## src/rtl/dchain_pkg.sv

```systemverilog
package dchain_pkg;
   localparam int WORD_W     = 32;
   localparam int DESC_WORDS = 4;
   localparam int DESC_BYTES = DESC_WORDS * (WORD_W / 8);

   // config word flag positions (decoded by the walker and by software)
   localparam int OWN_BIT   = 31;
   localparam int CHAIN_BIT = 4;
   localparam int FIRST_BIT = 3;
   localparam int LAST_BIT  = 2;
   localparam int NOCMP_BIT = 1;

   // status vector positions
   localparam int STS_RX_DONE = 0;
   localparam int STS_UNAVAIL = 1;
   localparam int STS_NUM     = 2;

   typedef enum logic [1:0] {
      WALK_IDLE,
      WALK_FETCH,
      WALK_XFER,
      WALK_WBACK
   } walk_state_t;

   typedef struct packed {
      logic own;
      logic chain;
      logic first;
      logic last;
      logic nocmp;
   } desc_flags_t;

   function automatic desc_flags_t flags_of(input logic [WORD_W-1:0] cfg);
      desc_flags_t f;
      f.own   = cfg[OWN_BIT];
      f.chain = cfg[CHAIN_BIT];
      f.first = cfg[FIRST_BIT];
      f.last  = cfg[LAST_BIT];
      f.nocmp = cfg[NOCMP_BIT];
      return f;
   endfunction
endpackage

```

## src/rtl/dchain_fetch.sv

```systemverilog
module dchain_fetch #(
   parameter int WORDS  = 4,
   parameter int WORD_W = 32
) (
   input  logic                    clk,
   input  logic                    rst_n,
   input  logic                    soft_rst,
   input  logic                    go,
   input  logic [WORD_W-1:0]       base,
   output logic                    mrd_req,
   output logic [WORD_W-1:0]       mrd_addr,
   input  logic                    mrd_rvalid,
   input  logic [WORD_W-1:0]       mrd_rdata,
   output logic                    done,
   output logic [WORDS*WORD_W-1:0] words
);
   localparam int CNT_W   = (WORDS > 1) ? $clog2(WORDS) : 1;
   localparam int BYTE_SH = $clog2(WORD_W / 8);

   generate
      if (WORDS < 2 || (WORD_W % 8) != 0) begin : g_bad_cfg
         $error("dchain_fetch: WORDS must be >= 2 and WORD_W a byte multiple");
      end
   endgenerate

   logic             active;
   logic [CNT_W-1:0] cnt;
   logic             take;
   logic             take_last;

   assign take      = active && mrd_rvalid;
   assign take_last = take && (cnt == CNT_W'(WORDS - 1));
   assign mrd_req   = active;
   assign mrd_addr  = base + (WORD_W'(cnt) << BYTE_SH);

   always_ff @(posedge clk or negedge rst_n) begin
      if (!rst_n) begin
         active <= 1'b0;
         cnt    <= '0;
         done   <= 1'b0;
      end else if (soft_rst) begin
         active <= 1'b0;
         cnt    <= '0;
         done   <= 1'b0;
      end else begin
         done <= take_last;
         if (go) begin
            active <= 1'b1;
            cnt    <= '0;
         end else if (take) begin
            cnt <= cnt + 1'b1;
            if (take_last) active <= 1'b0;
         end
      end
   end

   always_ff @(posedge clk or negedge rst_n) begin
      if (!rst_n) begin
         words <= '0;
      end else if (take) begin
         for (int i = 0; i < WORDS; i++) begin
            if (cnt == CNT_W'(i)) words[i*WORD_W +: WORD_W] <= mrd_rdata;
         end
      end
   end
endmodule

```

## src/rtl/dchain_len.sv

```systemverilog
module dchain_len #(
   parameter int SIZE_W = 13,
   parameter int WORD_W = 32
) (
   input  logic [WORD_W-1:0] size_word,
   input  logic [WORD_W-1:0] buf_word,
   output logic [WORD_W-1:0] buf_addr,
   output logic [SIZE_W:0]   len
);
   logic unused_size_hi;
   assign unused_size_hi = ^size_word[WORD_W-1:SIZE_W];

   // byte alignment of the buffer start
   assign buf_addr = buf_word & ~WORD_W'(3);

   generate
      if (SIZE_W == 13 || SIZE_W == 16) begin : g_size_ok
         logic [SIZE_W-1:0] field;
         assign field = size_word[SIZE_W-1:0];
         // zero encodes the largest buffer
         assign len = (field == '0) ? {1'b1, {SIZE_W{1'b0}}}
                                    : ({1'b0, field} & ~(SIZE_W + 1)'(3));
      end else begin : g_size_bad
         $error("dchain_len: SIZE_W must be 13 or 16");
         assign len = '0;
      end
   endgenerate
endmodule

```

## src/rtl/dchain_status.sv

```systemverilog
module dchain_status #(
   parameter int N = 2
) (
   input  logic         clk,
   input  logic         rst_n,
   input  logic         soft_rst,
   input  logic [N-1:0] set,
   input  logic [N-1:0] clr,
   input  logic [N-1:0] irq_en,
   output logic [N-1:0] sts,
   output logic         irq
);
   generate
      if (N < 1) begin : g_bad_n
         $error("dchain_status: N must be at least 1");
      end
   endgenerate

   always_ff @(posedge clk or negedge rst_n) begin
      if (!rst_n)        sts <= '0;
      else if (soft_rst) sts <= '0;
      else               sts <= (sts & ~clr) | set;
   end

   assign irq = |(sts & irq_en);
endmodule

```

## src/rtl/dchain_walker.sv

```systemverilog
module dchain_walker
   import dchain_pkg::*;
#(
   parameter int SIZE_W = 13
) (
   input  logic              clk,
   input  logic              rst_n,
   input  logic              cfg_soft_rst,
   input  logic              cfg_enable,
   input  logic              cfg_fixed_burst,
   input  logic              cfg_rx_dir,
   input  logic              cfg_irq_en,
   input  logic              start,
   input  logic [WORD_W-1:0] start_addr,
   output logic              busy,
   output logic              mrd_req,
   output logic [WORD_W-1:0] mrd_addr,
   input  logic              mrd_rvalid,
   input  logic [WORD_W-1:0] mrd_rdata,
   output logic              mwr_req,
   output logic [WORD_W-1:0] mwr_addr,
   output logic [WORD_W-1:0] mwr_data,
   input  logic              mwr_ack,
   output logic              xfer_req,
   output logic [WORD_W-1:0] xfer_addr,
   output logic [SIZE_W:0]   xfer_len,
   output logic              xfer_fixed,
   input  logic              xfer_ack,
   output logic              sts_rx_done,
   output logic              sts_unavail,
   input  logic [1:0]        sts_clr,
   output logic              irq
);
   localparam int LEN_W = SIZE_W + 1;

   generate
      if (SIZE_W >= WORD_W - 2) begin : g_bad_size
         $error("dchain_walker: SIZE_W too wide for the size word");
      end
   endgenerate

   walk_state_t                  state;
   logic [WORD_W-1:0]            ptr;
   logic                         fixed_q;
   logic                         rx_q;
   logic                         fetch_go;
   logic                         fetch_done;
   logic [DESC_WORDS*WORD_W-1:0] words;
   logic [WORD_W-1:0]            w_cfg, w_size, w_buf, w_link;
   desc_flags_t                  flg;
   logic                         accept;
   logic                         wb_fin;
   logic                         more;
   logic [STS_NUM-1:0]           sts_set, sts_vec;
   logic [LEN_W-1:0]             len_d;
   logic                         unused_first;

   assign w_cfg  = words[0*WORD_W +: WORD_W];
   assign w_size = words[1*WORD_W +: WORD_W];
   assign w_buf  = words[2*WORD_W +: WORD_W];
   assign w_link = words[3*WORD_W +: WORD_W];
   assign flg    = flags_of(w_cfg);
   assign unused_first = flg.first;

   assign accept   = (state == WALK_IDLE) && start && cfg_enable;
   assign wb_fin   = (state == WALK_WBACK) && mwr_ack;
   assign more     = !flg.last;
   assign fetch_go = accept || (wb_fin && more);

   dchain_fetch #(
      .WORDS (DESC_WORDS),
      .WORD_W(WORD_W)
   ) u_fetch (
      .clk       (clk),
      .rst_n     (rst_n),
      .soft_rst  (cfg_soft_rst),
      .go        (fetch_go),
      .base      (ptr),
      .mrd_req   (mrd_req),
      .mrd_addr  (mrd_addr),
      .mrd_rvalid(mrd_rvalid),
      .mrd_rdata (mrd_rdata),
      .done      (fetch_done),
      .words     (words)
   );

   dchain_len #(
      .SIZE_W(SIZE_W),
      .WORD_W(WORD_W)
   ) u_len (
      .size_word(w_size),
      .buf_word (w_buf),
      .buf_addr (xfer_addr),
      .len      (len_d)
   );

   always_ff @(posedge clk or negedge rst_n) begin
      if (!rst_n) begin
         state   <= WALK_IDLE;
         ptr     <= '0;
         fixed_q <= 1'b0;
         rx_q    <= 1'b0;
      end else if (cfg_soft_rst) begin
         state   <= WALK_IDLE;
         ptr     <= '0;
         fixed_q <= 1'b0;
         rx_q    <= 1'b0;
      end else begin
         unique case (state)
            WALK_IDLE: if (accept) begin
               state   <= WALK_FETCH;
               ptr     <= start_addr;
               fixed_q <= cfg_fixed_burst;
               rx_q    <= cfg_rx_dir;
            end
            WALK_FETCH: if (fetch_done) begin
               state <= flg.own ? WALK_XFER : WALK_IDLE;
            end
            WALK_XFER: if (xfer_ack) state <= WALK_WBACK;
            WALK_WBACK: if (mwr_ack) begin
               if (more) begin
                  state <= WALK_FETCH;
                  ptr   <= flg.chain ? w_link : ptr + WORD_W'(DESC_BYTES);
               end else begin
                  state <= WALK_IDLE;
               end
            end
            default: state <= WALK_IDLE;
         endcase
      end
   end

   assign sts_set[STS_RX_DONE] = wb_fin && rx_q && (flg.last || !flg.nocmp);
   assign sts_set[STS_UNAVAIL] = (state == WALK_FETCH) && fetch_done && !flg.own;

   dchain_status #(
      .N(STS_NUM)
   ) u_sts (
      .clk     (clk),
      .rst_n   (rst_n),
      .soft_rst(cfg_soft_rst),
      .set     (sts_set),
      .clr     (sts_clr),
      .irq_en  ({1'b0, cfg_irq_en}),
      .sts     (sts_vec),
      .irq     (irq)
   );

   assign sts_rx_done = sts_vec[STS_RX_DONE];
   assign sts_unavail = sts_vec[STS_UNAVAIL];
   assign busy        = (state != WALK_IDLE);
   assign xfer_req    = (state == WALK_XFER);
   assign xfer_len    = len_d;
   assign xfer_fixed  = fixed_q;
   assign mwr_req     = (state == WALK_WBACK);
   assign mwr_addr    = ptr;
   assign mwr_data    = w_cfg & ~(WORD_W'(1) << OWN_BIT);
endmodule

```

## config.mk

```make
export PLATFORM = sky130hd
export DESIGN_NAME = dchain_walker
export DESIGN_NICKNAME = d
export VERILOG_FILES = /design/src/rtl/dchain_pkg.sv /design/src/rtl/dchain_fetch.sv /design/src/rtl/dchain_len.sv /design/src/rtl/dchain_status.sv /design/src/rtl/dchain_walker.sv
export SDC_FILE = /design/constraint.sdc
export NUM_CORES = 1
export LEC_CHECK = 0
export ABC_CLOCK_PERIOD_IN_PS = 2600
export BUFFER_PORTS_ARGS = -buffer_cell sky130_fd_sc_hd__buf_2
export CAP_MARGIN = 20
export CORE_ASPECT_RATIO = 0.7
export CORE_MARGIN = 2
export CORE_UTILIZATION = 48
export CTS_CLUSTER_SIZE = 16
export DETAILED_ROUTE_END_ITERATION = 8
export PLACE_DENSITY_LB_ADDON = 0.3
export REMOVE_ABC_BUFFERS = 1
export SYNTH_ARGS = -nofsm -noshare
export SYNTH_HDL_FRONTEND = slang
export SYNTH_SLANG_ARGS = --single-unit
export TNS_END_PERCENT = 5
```

## constraint.sdc

```tcl
create_clock -name clk -period 2.6 [get_ports clk]
set_input_delay 0.78 -clock clk [delete_from_list [all_inputs] [get_ports clk]]
set_output_delay 0.78 -clock clk [all_outputs]
set_load 0.03 [all_outputs]
```

==> flow_metrics.env <==
export IMPL_synth_common_cells="dfrtp_1 (149), mux2_2 (107), buf_4 (72)"
export IMPL_syn_inst=717
export IMPL_routedWlPerCell_microns=19.0
export IMPL_synth_largest_area_cell="dfrtp_1"
export IMPL_drtPass1Iterations=5
export IMPL_critPathMaxFanout=3
export IMPL_coreArea_sq_um=16200
export IMPL_power_leakage_uw=0.00518
export IMPL_tightestPinTransition_ps=621
export IMPL_start_util_pct=48.6
export IMPL_ir_drop_v=0.000545
export IMPL_hold_violations=0
export IMPL_stdcell_count=1164
export IMPL_cts_tree="yes"
export IMPL_synth_seq_cells=149
export IMPL_finalCritPeriodShare_pct=116
export IMPL_place_congestion=0.940
export IMPL_grt_setup_unrepaired="true"
export IMPL_slew_viol_final=0
export IMPL_seq_area_frac_synth_pct=47.3
export IMPL_clk_pin_slew_worst_paths_ps=60
export IMPL_setup_viol=28
export IMPL_grt_pass1_wl_microns=34600
export IMPL_rows=39
export IMPL_grt_pass1_vias=6123
export IMPL_ys_flop_type="dfrtp_1"
export IMPL_multi_input_area_sq_um=3570
export IMPL_ioPinCount=227
export IMPL_drt_wl_total_microns=22200
export IMPL_io_buffers=221
export IMPL_vias=6271
export IMPL_cts_buffer_depth=2
export IMPL_syn_area_sq_um=7880
export IMPL_end_kind="output pin"
export IMPL_crit_chain="ha_2, nand4_1, nor3_2, nand3_1, nor3b_2, xor2_1, buf_2"
export IMPL_dieArea_sq_um=17500
export IMPL_cp_slowest_cell="dfrtp_1"
export IMPL_synth_top_area_share_pct=47.3
export IMPL_clock_sinks=149
export IMPL_cts_buffers=17
export IMPL_htree_levels=4
export IMPL_die_w_microns=157
export IMPL_via_per_inst=5.39
export IMPL_drt_antenna_violating_nets=0
export IMPL_worst_setup_path_type="reg -> out"
export IMPL_synth_warnings=0
export IMPL_antenna_found_initial=2
export IMPL_fmax_mhz=331
export IMPL_dp_cells=1128
export IMPL_area_growth_pct=29.2
export IMPL_slew_headroom_pct=58.6
export IMPL_root_buffer="clkbuf_16"
export IMPL_ys_async_sr_fraction_pct=100
export IMPL_violations="negative setup slack"
export IMPL_drt_initial_drc_count=470
export IMPL_crit_arrival_ps=2240
export IMPL_grt_ovfl_total=0
export IMPL_startpoint_type="flop"
export IMPL_setup_ws_ps=-423
export IMPL_synth_edf_count=0
export IMPL_seq_area_sq_um=3730
export IMPL_drc_errors=0
export IMPL_drive_above_1_share_pct=52.2
export IMPL_skew_ps=8.23
export IMPL_clock_latency_ps=430
export IMPL_max_cap_violations=0
export IMPL_p_per_area_nw_per_um2=712
export IMPL_grt_max_degree=46
export IMPL_yosys_cell_types_count=64
export IMPL_dp_hpwl_microns=16500
export IMPL_n_fill_cell=1331
export IMPL_cpPeakStageDelay_ps=360
export IMPL_worstPathRequired_ps=1820
export IMPL_avgSynthCellArea_sq_um=11.0
export IMPL_p_total_uw=7250
export IMPL_grtUsageTotal_pct=26.0
export IMPL_hold_class="in -> async"
export IMPL_status="finished, violations left"
export IMPL_die_h_microns=111
export IMPL_yosysMostFrequentCell="dfrtp_1"
export IMPL_finalSetupTns_ps=-7810
export IMPL_nets=1010
export IMPL_synth_area_leaders="dfrtp_1 (47%), mux2_2 (15%), buf_4 (6.9%), xnor2_1 (2.7%), nor2_1 (2.0%)"
export IMPL_final_min_clock_period_ps=3020
flip-flops by register name, indices dropped and copies added, names as in the netlist:
register / flops
u_fetch.words: 107
u_sts.sts: 2
u_fetch.mrd_req: 1
u_fetch.done: 1
state: 2
rx_q: 1
xfer_fixed: 1
mwr_addr: 32
u_fetch.cnt: 2
layout make-up:
type	count	share of cell area, %
timing repair buffer	304	18.4
multi-input combinational	436	35.0
inverter	17	0.627
tap	225	2.77
antenna	1	0.0246
clock buffer	18	4.31
clock inverter	14	2.19
sequential	149	36.6
final timing paths:
path,from,to,slack (ps),depth (start not counted)
setup reg to reg,state[0],mwr_addr[6],500,6
hold / removal,rst_n,u_fetch.words[10],280,1
setup / recovery,mwr_addr[4],mrd_addr[30],-420,7
min in group clk,u_fetch.words[21],u_fetch.words[21],500,1
hold reg to reg,u_fetch.words[21],u_fetch.words[21],500,1
max in group asynchronous,rst_n,u_fetch.words[99],1660,2
per-layer routing:
layer	routed length [microns]	up-vias	part of all wire, %	GRT usage, %
met5	11	-	0.050	0
met4	272	2	1.2	7.52
met3	1940	27	8.8	8.01
met2	9630	258	43	37.7
met1	10300	3102	46	37.6
li1	-	2882	-	-
where the power goes:
group | total (uW) | internal (uW) | switching (uW)
combinational | 1740 | 620 | 1120
clock | 2780 | 1740 | 1040
sequential | 2730 | 2560 | 172
through the flow:
stage                     worst slack [ps]  cell area, sq um  util (%)  hold WS, ps
after floorplan                       -748              7150         -          457
after global placement                -138              9220      56.9          481
after detailed placement              -198              9220      56.9          487
after CTS                             -411             10000      61.9          286
after global routing                  -523             10200      62.8          296
final                                 -423             10200      62.8          280
kinds of logic (layout without fill, tap and decap cells):
kind of cell | Yosys count | after routing | synth area share, %
compound gates | 109 | 109 | 9.43
xor+xnor | 41 | 41 | 4.56
fa+ha+maj | 8 | 8 | 1.37
buf+inv | 136 | 353 | 10.3
flops | 149 | 149 | 47.3
mux | 114 | 114 | 16.2
other cells | 1 | 6 | 0.0476
simple gates | 159 | 159 | 10.8
placed cells by master, fill, tap and decap left out, drive strengths merged, types with 4 or more instances in the layout:
master  instances
a21o            4
a21oi          27
a22o            5
a22oi          16
a31oi           4
and3            6
buf           304
bufinv          5
clkbuf         18
clkinv          6
conb            5
dfrtp         149
ha              7
inv            18
mux2          108
mux2i           6
nand2          38
nand2b          4
nand3          20
nand4          12
nor2           41
nor3           13
nor3b           4
nor4            7
o211ai          9
o21ai          16
o22ai           7
xnor2          24
xor2           17
critical path, delay by kind of cell (launching register included):
| family | cells | cell delay, ps |
|---|---|---|
| buffers and inverters | 1 | 210 |
| adders and majority gates | 1 | 190 |
| DFF | 1 | 360 |
| xor gates and xnor gates | 1 | 150 |
| and+or+nand+nor | 4 | 900 |
timing repair:
item,in CTS,in global routing
buffers inserted,0,3
pin swaps,8,13
gates resized for setup,47,23
hold buffers,0,0
setup endpoints to repair,29,30
No activity file was read; power rests on OpenSTA's default activity.
